### src/rtl/sadc_pkg.sv
package sadc_pkg;

    localparam int SAMPLE_W     = 14;
    localparam int LEAD_ZEROS   = 2;
    localparam int FRAME_LEN    = SAMPLE_W + LEAD_ZEROS;
    localparam int ABORT_EDGE   = 2;
    localparam int COMMIT_EDGE  = 10;
    localparam int CNT_W        = $clog2(FRAME_LEN + 1);

    typedef enum logic [1:0] {
        PS_NORMAL = 2'b00,
        PS_DOWN   = 2'b01,
        PS_WAKING = 2'b10,
        PS_READY  = 2'b11
    } pwr_state_t;

    typedef enum logic [1:0] {
        ZONE_EARLY  = 2'b00,
        ZONE_ABORT  = 2'b01,
        ZONE_COMMIT = 2'b10
    } rise_zone_t;

    typedef struct packed {
        logic fall;
        logic rise;
    } edge_t;

    function automatic rise_zone_t rise_zone(input logic [CNT_W-1:0] edges);
        if (edges < CNT_W'(ABORT_EDGE))       return ZONE_EARLY;
        else if (edges < CNT_W'(COMMIT_EDGE)) return ZONE_ABORT;
        else                                  return ZONE_COMMIT;
    endfunction

endpackage

### src/rtl/sadc_edge_det.sv
module sadc_edge_det #(
    parameter logic IDLE_VAL = 1'b1
) (
    input  logic                  clk_i,
    input  logic                  rst_i,
    input  logic                  sig_i,
    output sadc_pkg::edge_t       edge_o
);
    logic prev_q;

    always_ff @(posedge clk_i) begin
        if (rst_i) prev_q <= IDLE_VAL;
        else       prev_q <= sig_i;
    end

    always_comb begin
        edge_o.fall = prev_q & ~sig_i;
        edge_o.rise = ~prev_q & sig_i;
    end
endmodule

### src/rtl/sadc_frame_cnt.sv
module sadc_frame_cnt
    import sadc_pkg::*;
#(
    parameter int LEN = FRAME_LEN,
    localparam int W  = $clog2(LEN + 1)
) (
    input  logic         clk_i,
    input  logic         rst_i,
    input  logic         start_i,
    input  logic         tick_i,
    output logic [W-1:0] cnt_o,
    output logic         done_o
);
    logic [W-1:0] cnt_q;

    always_ff @(posedge clk_i) begin
        if (rst_i)                  cnt_q <= '0;
        else if (start_i)           cnt_q <= '0;
        else if (tick_i && !done_o) cnt_q <= cnt_q + W'(1);
    end

    assign cnt_o  = cnt_q;
    assign done_o = (cnt_q == W'(LEN));

    assert_cnt_bound_R3: assert property (@(posedge clk_i) disable iff (rst_i)
        cnt_q <= W'(LEN));

    assert_cnt_no_wrap_R3: assert property (@(posedge clk_i) disable iff (rst_i)
        done_o && !start_i |=> done_o);
endmodule

### src/rtl/sadc_power_fsm.sv
module sadc_power_fsm
    import sadc_pkg::*;
(
    input  logic             clk_i,
    input  logic             rst_i,
    input  edge_t            cs_edge_i,
    input  logic [CNT_W-1:0] cnt_i,
    input  logic             in_frame_i,
    output pwr_state_t       state_o,
    output logic             valid_o
);
    pwr_state_t state_q, state_d;
    logic       valid_q;

    always_comb begin
        state_d = state_q;
        unique case (state_q)
            PS_NORMAL: begin
                if (cs_edge_i.rise && rise_zone(cnt_i) == ZONE_ABORT)
                    state_d = PS_DOWN;
            end
            PS_DOWN: begin
                if (cs_edge_i.fall) state_d = PS_WAKING;
            end
            PS_WAKING: begin
                if (cs_edge_i.rise) begin
                    if (rise_zone(cnt_i) != ZONE_COMMIT) state_d = PS_DOWN;
                end else if (in_frame_i && cnt_i == CNT_W'(FRAME_LEN)) begin
                    state_d = PS_READY;
                end
            end
            PS_READY: begin
                if (cs_edge_i.rise) state_d = PS_NORMAL;
            end
            default: state_d = PS_NORMAL;
        endcase
    end

    always_ff @(posedge clk_i) begin
        if (rst_i) begin
            state_q <= PS_NORMAL;
            valid_q <= 1'b0;
        end else begin
            state_q <= state_d;
            if (cs_edge_i.fall)      valid_q <= (state_q == PS_NORMAL);
            else if (cs_edge_i.rise) valid_q <= 1'b0;
        end
    end

    assign state_o = state_q;
    assign valid_o = valid_q;

    assert_down_exit_R7: assert property (@(posedge clk_i) disable iff (rst_i)
        state_q == PS_DOWN |=> state_q == PS_DOWN || state_q == PS_WAKING);

    assert_ready_exit_R8: assert property (@(posedge clk_i) disable iff (rst_i)
        state_q == PS_READY |=> state_q == PS_READY || state_q == PS_NORMAL);

    assert_normal_exit_R5: assert property (@(posedge clk_i) disable iff (rst_i)
        state_q == PS_NORMAL |=> state_q == PS_NORMAL || state_q == PS_DOWN);

    assert_valid_normal_R9: assert property (@(posedge clk_i) disable iff (rst_i)
        valid_q |-> state_q == PS_NORMAL);
endmodule

### src/rtl/sadc_shifter.sv
module sadc_shifter
    import sadc_pkg::*;
(
    input  logic                clk_i,
    input  logic                rst_i,
    input  edge_t               cs_edge_i,
    input  logic                tick_i,
    input  logic                done_i,
    input  logic [SAMPLE_W-1:0] sample_i,
    output logic                in_frame_o,
    output logic                sdo_o,
    output logic                oe_o
);
    logic [FRAME_LEN-1:0] sreg_q;
    logic                 in_frame_q;

    always_ff @(posedge clk_i) begin
        if (rst_i) begin
            sreg_q     <= '0;
            in_frame_q <= 1'b0;
        end else begin
            if (cs_edge_i.fall) begin
                sreg_q     <= {{LEAD_ZEROS{1'b0}}, sample_i};
                in_frame_q <= 1'b1;
            end else begin
                if (cs_edge_i.rise) in_frame_q <= 1'b0;
                if (tick_i)         sreg_q <= {sreg_q[FRAME_LEN-2:0], 1'b0};
            end
        end
    end

    assign in_frame_o = in_frame_q;
    assign sdo_o      = sreg_q[FRAME_LEN-1];
    assign oe_o       = in_frame_q & ~done_i;
endmodule

### src/rtl/sadc_pwr_ctrl.sv
module sadc_pwr_ctrl
    import sadc_pkg::*;
(
    input  logic                clk_i,
    input  logic                rst_i,
    input  logic                csn_i,
    input  logic                sclk_i,
    input  logic [SAMPLE_W-1:0] sample_i,
    output logic                sdo_o,
    output logic                sdo_oe_o,
    output logic [1:0]          pwr_state_o,
    output logic                data_valid_o
);
    edge_t            cs_edge, sclk_edge;
    logic             tick, done, in_frame;
    logic [CNT_W-1:0] cnt;
    pwr_state_t       state;

    sadc_edge_det #(.IDLE_VAL(1'b1)) u_cs_edge (
        .clk_i(clk_i), .rst_i(rst_i), .sig_i(csn_i), .edge_o(cs_edge));

    sadc_edge_det #(.IDLE_VAL(1'b1)) u_sclk_edge (
        .clk_i(clk_i), .rst_i(rst_i), .sig_i(sclk_i), .edge_o(sclk_edge));

    assign tick = sclk_edge.fall & ~csn_i;

    sadc_frame_cnt #(.LEN(FRAME_LEN)) u_cnt (
        .clk_i(clk_i), .rst_i(rst_i), .start_i(cs_edge.fall), .tick_i(tick),
        .cnt_o(cnt), .done_o(done));

    sadc_power_fsm u_fsm (
        .clk_i(clk_i), .rst_i(rst_i), .cs_edge_i(cs_edge), .cnt_i(cnt),
        .in_frame_i(in_frame), .state_o(state), .valid_o(data_valid_o));

    sadc_shifter u_shift (
        .clk_i(clk_i), .rst_i(rst_i), .cs_edge_i(cs_edge), .tick_i(tick),
        .done_i(done), .sample_i(sample_i), .in_frame_o(in_frame),
        .sdo_o(sdo_o), .oe_o(sdo_oe_o));

    assign pwr_state_o = state;

    assert_oe_cs_high_R3: assert property (@(posedge clk_i) disable iff (rst_i)
        csn_i && $past(csn_i) |-> !sdo_oe_o);

    assert_oe_after_last_R3: assert property (@(posedge clk_i) disable iff (rst_i)
        done |-> !sdo_oe_o);

    assert_lead_zero_R2: assert property (@(posedge clk_i) disable iff (rst_i)
        cs_edge.fall |=> !sdo_o);
endmodule

### config.mk
export PLATFORM = sky130hd
export DESIGN_NAME = sadc_pwr_ctrl
export DESIGN_NICKNAME = d
export VERILOG_FILES = /design/src/rtl/sadc_pkg.sv /design/src/rtl/sadc_edge_det.sv /design/src/rtl/sadc_frame_cnt.sv /design/src/rtl/sadc_power_fsm.sv /design/src/rtl/sadc_shifter.sv /design/src/rtl/sadc_pwr_ctrl.sv
export SDC_FILE = /design/constraint.sdc
export NUM_CORES = 1
export LEC_CHECK = 0
export BUFFER_PORTS_ARGS = -buffer_cell sky130_fd_sc_hd__buf_2
export CORE_AREA = 3 3 57 59
export CTS_CLUSTER_DIAMETER = 40
export DETAILED_ROUTE_END_ITERATION = 12
export DIE_AREA = 0 0 60 62
export PLACE_DENSITY = 0.68
export SLEW_MARGIN = 5
export SYNTH_ARGS = -nofsm -noshare
export SYNTH_HDL_FRONTEND = slang
export SYNTH_SLANG_ARGS = --single-unit
### constraint.sdc
create_clock -name clk_i -period 1.53 [get_ports clk_i]
set_clock_uncertainty 0.2 [all_clocks]
set_input_delay 0.153 -clock clk_i [delete_from_list [all_inputs] [get_ports clk_i]]
set_output_delay 0.153 -clock clk_i [all_outputs]
set_load 0.05 [all_outputs]
# Word-level counts from Yosys, hierarchy flattened
# Cells that the tools add are included.
# W data, S select, Z words.
# word_totals
wordCells	57
register_bits	27
inputBits	18
output_inout_bits	5
# op_classes
bitwise	9
mux	17
n_eq_ne	11
reduce_logical	9
n_addsub	1
magnitude_cmp	2
# op_table
operator	count
$mux W14	2
$mux W2	11
$pmux W2 S4	1
$add A5 B1 Y5 const B	1
$and A1 B1 Y1	5
$eq A5 B5 Y1 const B	1
$lt A5 B2 Y1 const B	1
$lt A5 B4 Y1 const B	1
$reduce_and A5 Y1	1
$eq A2 B1 Y1 const B	2
$eq A2 B2 Y1 const B	2
$ne A2 B1 Y1 const B	2
$ne A2 B2 Y1 const B	2
$not A1 Y1	4
$reduce_bool A2 Y1	2
$logic_and A1 B1 Y1	3
$mux W1	3
$ne A3 B1 Y1 const B	1
$ne A3 B3 Y1 const B	1
$logic_not A2 Y1	1
$reduce_or A2 Y1	1
$logic_not A1 Y1	1

# Depth between registers and ports, before layout
# Gate-level depths: netlist (run 1).
# logic_depth
depth_word	9
depth_mapped	6

# By module
# Synthesis (run 1) repeated with hierarchy kept, for this count alone.
# unflattened
hier_cells	132
area_unflattened_um2	1390.1
# modules_own_cells
mod	seq_area_each_um2	cells_per_inst	instances	area_per_inst_um2
sadc_shifter	340.3	73	1	830.8
sadc_frame_cnt	100.1	29	1	281.5
sadc_power_fsm	60.1	21	1	183.9
sadc_edge_det	20.0	4	2	40.0
sadc_pwr_ctrl	0.0	1	1	13.8

# Least setup slack after synthesis (run 1)
# Ideal clock, no wire load.
# synth_timing
kind	register -> register
startpoint	reg u_fsm.state_q[1] (netlist: u_fsm.state_o[1])
endpoint	reg u_fsm.state_q[0] (netlist: u_fsm.state_o[0])
arrival_time_ns	1.502
setup_time_ns	0.114
slack_ns	-0.287
period_less_slack_ns	1.817
stages_incl_launch_ff	4
path_buffers	0
path_cell_list	dfxtp_1 -> mux2_2 -> a21o_1 -> a2111oi_0
# synth_via
elab_chain_cells	3
elab_cells_between_ends	11
# synth_rtl
item	line	rtl
start: declaration	sadc_power_fsm.sv:12	pwr_state_t state_q, state_d;
start signal: assignment	sadc_power_fsm.sv:44	state_q <= state_d;
$eq A2 B2 Y1, or another cell as far along	sadc_power_fsm.sv:17	unique case (state_q)
$ne A3 B3 Y1 (no line), or another cell as far along	-	
$reduce_and A5 Y1 (no line)	-	
# Parallel ways exist; a longest one is shown, timed or not.
# A chain may end at the register's enable or synchronous reset.

# Final worst setup path (run 1)
# layout_timing
startpoint	reg u_cnt.cnt_q[1] (netlist: u_cnt.cnt_o[1])
endpoint	out sdo_oe_o
# layout_via
elab_chain_cells	3
# layout_rtl
item	line	rtl
start: declaration	sadc_frame_cnt.sv:14	logic [W-1:0] cnt_q;
start signal: assignment	sadc_frame_cnt.sv:19	else if (tick_i && !done_o) cnt_q <= cnt_q + W'(1);
$eq A5 B5 Y1	sadc_frame_cnt.sv:23	assign done_o = (cnt_q == W'(LEN));
$not A1 Y1	sadc_shifter.sv:34	assign oe_o = in_frame_q & ~done_i;
$and A1 B1 Y1	sadc_shifter.sv:34	
end: declaration	sadc_pwr_ctrl.sv:10	output logic sdo_oe_o,
# No other way between the ends.

==> results.json, run 1 <==
{
  "synth_area_leaders": "dfxtp_1 (43%), nand2_1 (9.9%), a311oi_1 (9.1%)",
  "multi_input_area_um2": 718.2,
  "num_io_pins": 23,
  "cts_buffers": 3,
  "dp_hpwl_mm": 1.911,
  "avgSynthCellArea_um2": 8.350,
  "critPathBufInv": 2,
  "cts_sinks": 27,
  "synth.top_cell.area_share_pct": 43.16,
  "slew_violations": 0,
  "root_buffer": "clkbuf_4",
  "async_flop_share_pct": 0,
  "design_area_mm2": 0.001856,
  "fin_ws_ns": -0.1457,
  "synth_cells": 150,
  "fmax_ghz": 0.5968,
  "synth_edf_count": 0,
  "cp.arrival_ns": 1.32,
  "synth_common_cells": "nand2_1 (33), dfxtp_1 (27), nor2_1 (15), a311oi_1 (13), a21oi_1 (9)",
  "critPathKind": "register to output port",
  "min_period_ns": 1.676,
  "finalCritPeriodShare_pct": 109.5,
  "final_nets": 227,
  "rsz0062_at_grt": "true",
  "firstDrtPassIters": 4,
  "gp_congestion": 0.8588,
  "holdCritPathClass": "input pin to register",
  "clk_latency_ns": 0.33,
  "wire_per_inst_um": 14.17,
  "top_layer": "met4",
  "drt_wl_total_mm": 3.329,
  "synth_fp_nets": 172,
  "register_area_um2": 549.3,
  "grt_pass1_vias": 1212,
  "die_w_um": 60,
  "wl_met2_mm": 1.602,
  "max_stage_delay_ns": 0.35,
  "status": "finished, violations left",
  "worstPathCellList": "inv_2 > ha_4 > nand4bb_1 > and2_4 > buf_8",
  "cts_tree": "yes",
  "antennaDiodeCount": 0,
  "h-tree-depth": 1,
  "initialDrtViolationCount": 65,
  "dpl_cell_area_mm2": 0.001476,
  "crit_fanout": 2,
  "synth.largest_area_cell": "dfxtp_1",
  "finalHoldViolCount": 0,
  "critPathLaunchType": "register",
  "track_usage_pct": 18.24,
  "routedLengthMet1_mm": 1.544,
  "setup_viol": 3,
  "leakagePower_uw": 0.0007384,
  "synth.most_common_cell": "nand2_1",
  "final_core_util_pct": 67.29,
  "end_kind": "output port",
  "n_fill_cell": 211,
  "yosysWarnings": 0,
  "cp_top_family": "flip-flops",
  "ys_seq_area_share_pct": 43.16,
  "synth_cell_types": 33,
  "max_cap_viol_count": 0,
  "dieArea_mm2": 0.003720,
  "drive_above_1_share_pct": 35.78,
  "cts_buffer_depth": 2,
  "syn_area_mm2": 0.001252,
  "num_vias": 1281,
  "antenna_found_initial": 0,
  "clk_pin_slew_ns": 0.14,
  "ir_drop_mv": 0.6394,
  "slowest_stage": "dfxtp_2",
  "synth-seq-cells": 27,
  "failed_checks": "negative setup slack",
  "route.met3.wl_um": 124,
  "syn_to_final_growth_pct": 48.15,
  "core_area_mm2": 0.002758,
  "via_per_inst": 5.451,
  "die_h_um": 62,
  "drcViolationCount": 0,
  "slew_headroom_pct": 75.15,
  "worst_ep_required_time_ns": 1.18,
  "port_buffers": 22,
  "powerDensity_mw_per_mm2": 721.6,
  "grt_max_degree": 29,
  "num_rows": 19,
  "antenna_left": 0,
  "start_util_pct": 45.42,
  "grt.overflow.total": 0,
  "tightest_slew_ns": 0.3728,
  "grt_pass1_wl_mm": 5.147,
  "ys.flop_type": "dfxtp_1"
}
[what timing repair did]
item | in CTS | in global routing
buffers inserted | 6 | 0
pin swaps | 3 | 3
hold endpoints to repair | 17 | 0
hold buffers | 17 | 0
setup endpoints to repair | 3 | 19
resized for setup | 12 | 13
gates cloned | 0 | 2
[cells in the final DEF (no fill, tap or decap), drive strengths merged, types with 3 or more instances in the layout]
| master | count |
|---|---|
| inv | 8 |
| nand3 | 3 |
| buf | 39 |
| or2 | 4 |
| dfxtp | 27 |
| nand2 | 33 |
| a311oi | 13 |
| a21oi | 9 |
| clkbuf | 6 |
| o21ai | 4 |
| nor2 | 15 |
| ha | 4 |
| dlygate4sd3 | 17 |
[state kept, by name, summed over array words and instances (netlist names)]
name and cells:
u_shift.sreg_q 16, u_cnt.cnt_o 5, u_fsm.state_o 2, u_cs_edge.prev_q 1, u_fsm.valid_o 1, u_sclk_edge.prev_q 1, u_shift.in_frame_o 1
[worst paths after layout]
check	start	end	slack, ns	depth (start not counted)
min	sclk_i	u_cnt.cnt_o[2]	0.03	4
max reg2reg	u_cnt.cnt_o[1]	u_fsm.state_o[0]	-0.07	5
min reg2reg	u_shift.sreg_q[14]	u_shift.sreg_q[15]	0.27	2
max	u_cnt.cnt_o[1]	sdo_oe_o	-0.15	5
[cell type report]
| type | instances | share of cell area [%] |
|---|---|---|
| Clock buffer | 4 | 1.416 |
| Inverter | 8 | 1.888 |
| Multi-Input combinational cell | 107 | 38.71 |
| Sequential cell | 27 | 29.60 |
| Tap cell | 31 | 2.090 |
| Timing Repair Buffer | 58 | 26.30 |
[where the power goes]
part / internal [uW] / switching, uW
combinational: 139 / 122
clock: 103 / 215
sequential: 740 / 20.7
total: 981 / 358
[per-layer routing]
layer	up-vias	global-route usage (%)
met5	-	0
met4	0	7.278
met3	7	2.479
met2	37	32.41
met1	598	22.24
li1	639	-
[worst register-to-register path: stages (launching register included)]
cell       delay [ns]
dfxtp_2          0.35
buf_4            0.14
buf_4            0.14
or3_1            0.37
a41oi_2          0.22
a2111oi_2        0.07
[metrics by stage]
stage / setup TNS [ns] / setup slack [ns] / hold WS, ns / total power, uW / instances
2_1_floorplan: -0.03488 / -0.03488 / 0.05958 / 884.5 / 150
3_3_place_gp: -0.02436 / -0.02394 / 0.2182 / 948.9 / 207
3_5_place_dp: -0.09446 / -0.06448 / 0.2201 / 955.4 / 207
4_1_cts: -0.2847 / -0.1112 / 0.02451 / 1303 / 234
5_1_grt: -0.5010 / -0.1996 / 0.04003 / 1389 / 235
6_report: -0.2682 / -0.1457 / 0.03222 / 1339 / 235
[cell families (layout without fill, tap and decap cells)]
logic type / after synthesis / in the layout / synth area share, %
flip-flops: 27 / 27 / 43.16
AND/OR/NAND/NOR: 66 / 66 / 25.27
AO/OA/AOI/OAI: 34 / 34 / 19.78
adder cells (fa/ha/maj): 4 / 4 / 3.996
multiplexers: 3 / 3 / 2.498
buffers and inverters: 16 / 70 / 5.295
Note: power is estimated with default switching activity, not from simulation.
==> inputs of run 2 (changes only) <==
--- a/config.mk
+++ b/config.mk
@@ -6,10 +6,10 @@
 export NUM_CORES = 1
 export LEC_CHECK = 0
 export BUFFER_PORTS_ARGS = -buffer_cell sky130_fd_sc_hd__buf_2
-export CORE_AREA = 3 3 57 59
+export CORE_AREA = 3 3 44 76
 export CTS_CLUSTER_DIAMETER = 40
 export DETAILED_ROUTE_END_ITERATION = 12
-export DIE_AREA = 0 0 60 62
+export DIE_AREA = 0 0 47 79
 export PLACE_DENSITY = 0.68
 export SLEW_MARGIN = 5
 export SYNTH_ARGS = -nofsm -noshare
==> run 2 against run 1 <==
The flow still finishes with violations (negative setup slack). Highest routed layer unchanged. Die area down 0.19%. Critical path depth did not move. Clock power up 25%. Clock-buffer cell count unchanged. Combinational power down 13%. Utilization is 2.9 points lower. Flip-flop and latch count stayed put. Critical endpoint unchanged. Via count fell by 3.4%. Sequential power hardly changed.
==> results.json, run 2 (synthesis results as in run 1) <==
{
  "drive_above_1_share_pct": 34.52,
  "die_w_um": 47,
  "worstPathCellList": "inv_2 > ha_4 > nand4bb_1 > and2_4 > buf_8",
  "drt_wl_total_mm": 3.114,
  "via_per_inst": 5.522,
  "initialDrtViolationCount": 18,
  "h-tree-depth": 1,
  "powerDensity_mw_per_mm2": 781.1,
  "leakagePower_uw": 0.0006948,
  "max_stage_delay_ns": 0.35,
  "slew_violations": 0,
  "min_period_ns": 1.623,
  "cts_buffers": 3,
  "antennaDiodeCount": 0,
  "num_rows": 25,
  "r2r-start": "u_sclk_edge.prev_q",
  "root_buffer": "clkbuf_8",
  "rsz0062_at_grt": "true",
  "firstDrtPassIters": 4,
  "design_area_mm2": 0.001773,
  "ir_drop_mv": 0.6590,
  "grt.overflow.total": 0,
  "r2r_end": "u_cnt.cnt_o[2]",
  "slowest_stage": "dfxtp_2",
  "track_usage_pct": 19.21,
  "wire_per_inst_um": 13.90,
  "critPathKind": "register to output port",
  "dpl_cell_area_mm2": 0.001451,
  "fin_ws_ns": -0.09319,
  "status": "finished, violations left",
  "finalCritPeriodShare_pct": 106.1,
  "cp-endpoint": "sdo_oe_o",
  "die_h_um": 79,
  "tightest_slew_ns": 0.3576,
  "grt_max_degree": 29,
  "layout_commonest_cell": "nand2_1",
  "slew_headroom_pct": 76.16,
  "worst_ep_required_time_ns": 1.18,
  "cp_top_family": "flip-flops",
  "end_kind": "output port",
  "syn_to_final_growth_pct": 41.56,
  "cts_buffer_depth": 2,
  "gp_congestion": 0.8231,
  "num_vias": 1237,
  "fmax_ghz": 0.6161,
  "pre_cts_slack_ns": -0.1248,
  "clk_pin_slew_ns": 0.09,
  "clk_latency_ns": 0.27,
  "r2r_cells": 3,
  "path_depth": 5,
  "dieArea_mm2": 0.003713,
  "port_buffers": 22,
  "max_cap_viol_count": 0,
  "final_core_util_pct": 64.41,
  "cts_sinks": 27,
  "crit_fanout": 4,
  "regToRegSetupSlack_ns": -0.04,
  "holdCritPathClass": "input pin to register",
  "grt_pass1_wl_mm": 5.437,
  "core_area_mm2": 0.002753,
  "cp.arrival_ns": 1.27,
  "grt_pass1_vias": 1270,
  "final_nets": 220,
  "critPathLaunch": "u_cnt.cnt_o[1]",
  "start_util_pct": 45.50,
  "drcViolationCount": 0,
  "finalHoldViolCount": 0,
  "cts_tree": "yes",
  "num_io_pins": 23,
  "setup_viol": 3,
  "failed_checks": "negative setup slack",
  "layout_common_cells": "nand2_1 (33), dfxtp_1 (22), buf_2 (21)",
  "antenna_found_initial": 0,
  "largest_register_ffs": 16,
  "dp_hpwl_mm": 2.104,
  "power.total_uw": 1385,
  "top_register": "u_shift.sreg_q",
  "holdWs_ns": 0.05817,
  "antenna_left": 0,
  "critPathLaunchType": "register",
  "critPathBufInv": 2
}
==> run 2: where the power goes <==
part	internal, uW	switching [uW]	total [uW]
registers	738	21.6	759
clock network	186	212	398
logic	115	113	228
total	1040	346	1380
==> run 2: worst min path at each step <==
| stage | startpoint | to | slack, ns | cells past startpoint |
|---|---|---|---|---|
| 4_1_cts | csn_i | u_cs_edge.prev_q | 0.04 | 3 |
| 3_5_place_dp | sclk_i | u_sclk_edge.prev_q | 0.21 | 2 |
| 3_3_place_gp | sclk_i | u_sclk_edge.prev_q | 0.19 | 2 |
| 5_1_grt | rst_i | u_fsm.valid_o | 0.09 | 2 |
| 6_report | rst_i | u_fsm.valid_o | 0.06 | 2 |
| 2_1_floorplan | csn_i | u_cs_edge.prev_q | 0.06 | 1 |
==> run 2: routing by layer <==
layer  vias up  wire (um)  GRT usage [%]
met4         0         29          6.094
li1        619          -              -
met2        25       1751          35.01
met1       589       1237          21.27
met3         4         95          2.721
met5         -          0              0
==> run 2: cell type report <==
| type | count | area [um^2] |
|---|---|---|
| flip-flops and latches | 27 | 551.8 |
| inverters | 8 | 35.03 |
| multi-input cells | 107 | 728.2 |
| fillers | 237 | 979.7 |
| repair buffers | 51 | 379.1 |
| clock buffers | 4 | 45.04 |
| well taps | 27 | 33.78 |
==> run 2: metrics by stage <==
| step | setup TNS (ns) | std cells |
|---|---|---|
| after detailed placement | -0.4606 | 202 |
| final | -0.1336 | 224 |
| after global routing | -0.2997 | 224 |
| after global placement | -0.04658 | 202 |
| after CTS | -0.1467 | 225 |
| after floorplan | -0.03488 | 150 |
==> run 2: timing repair <==
| item | CTS | global route |
|---|---|---|
| endpoints found under the setup margin | 16 | 9 |
| setup buffers | 4 | 0 |
| hold buffers | 15 | 0 |
| gates resized for setup | 12 | 15 |
| hold endpoints to repair | 15 | 0 |
| gates cloned | 0 | 0 |
| pin swaps | 3 | 3 |
==> run 2: worst register-to-register path: stages (launching register included) <==
cell     delay [ns]
dfxtp_2        0.34
or3b_1         0.36
or4_1          0.48
a21oi_1        0.13
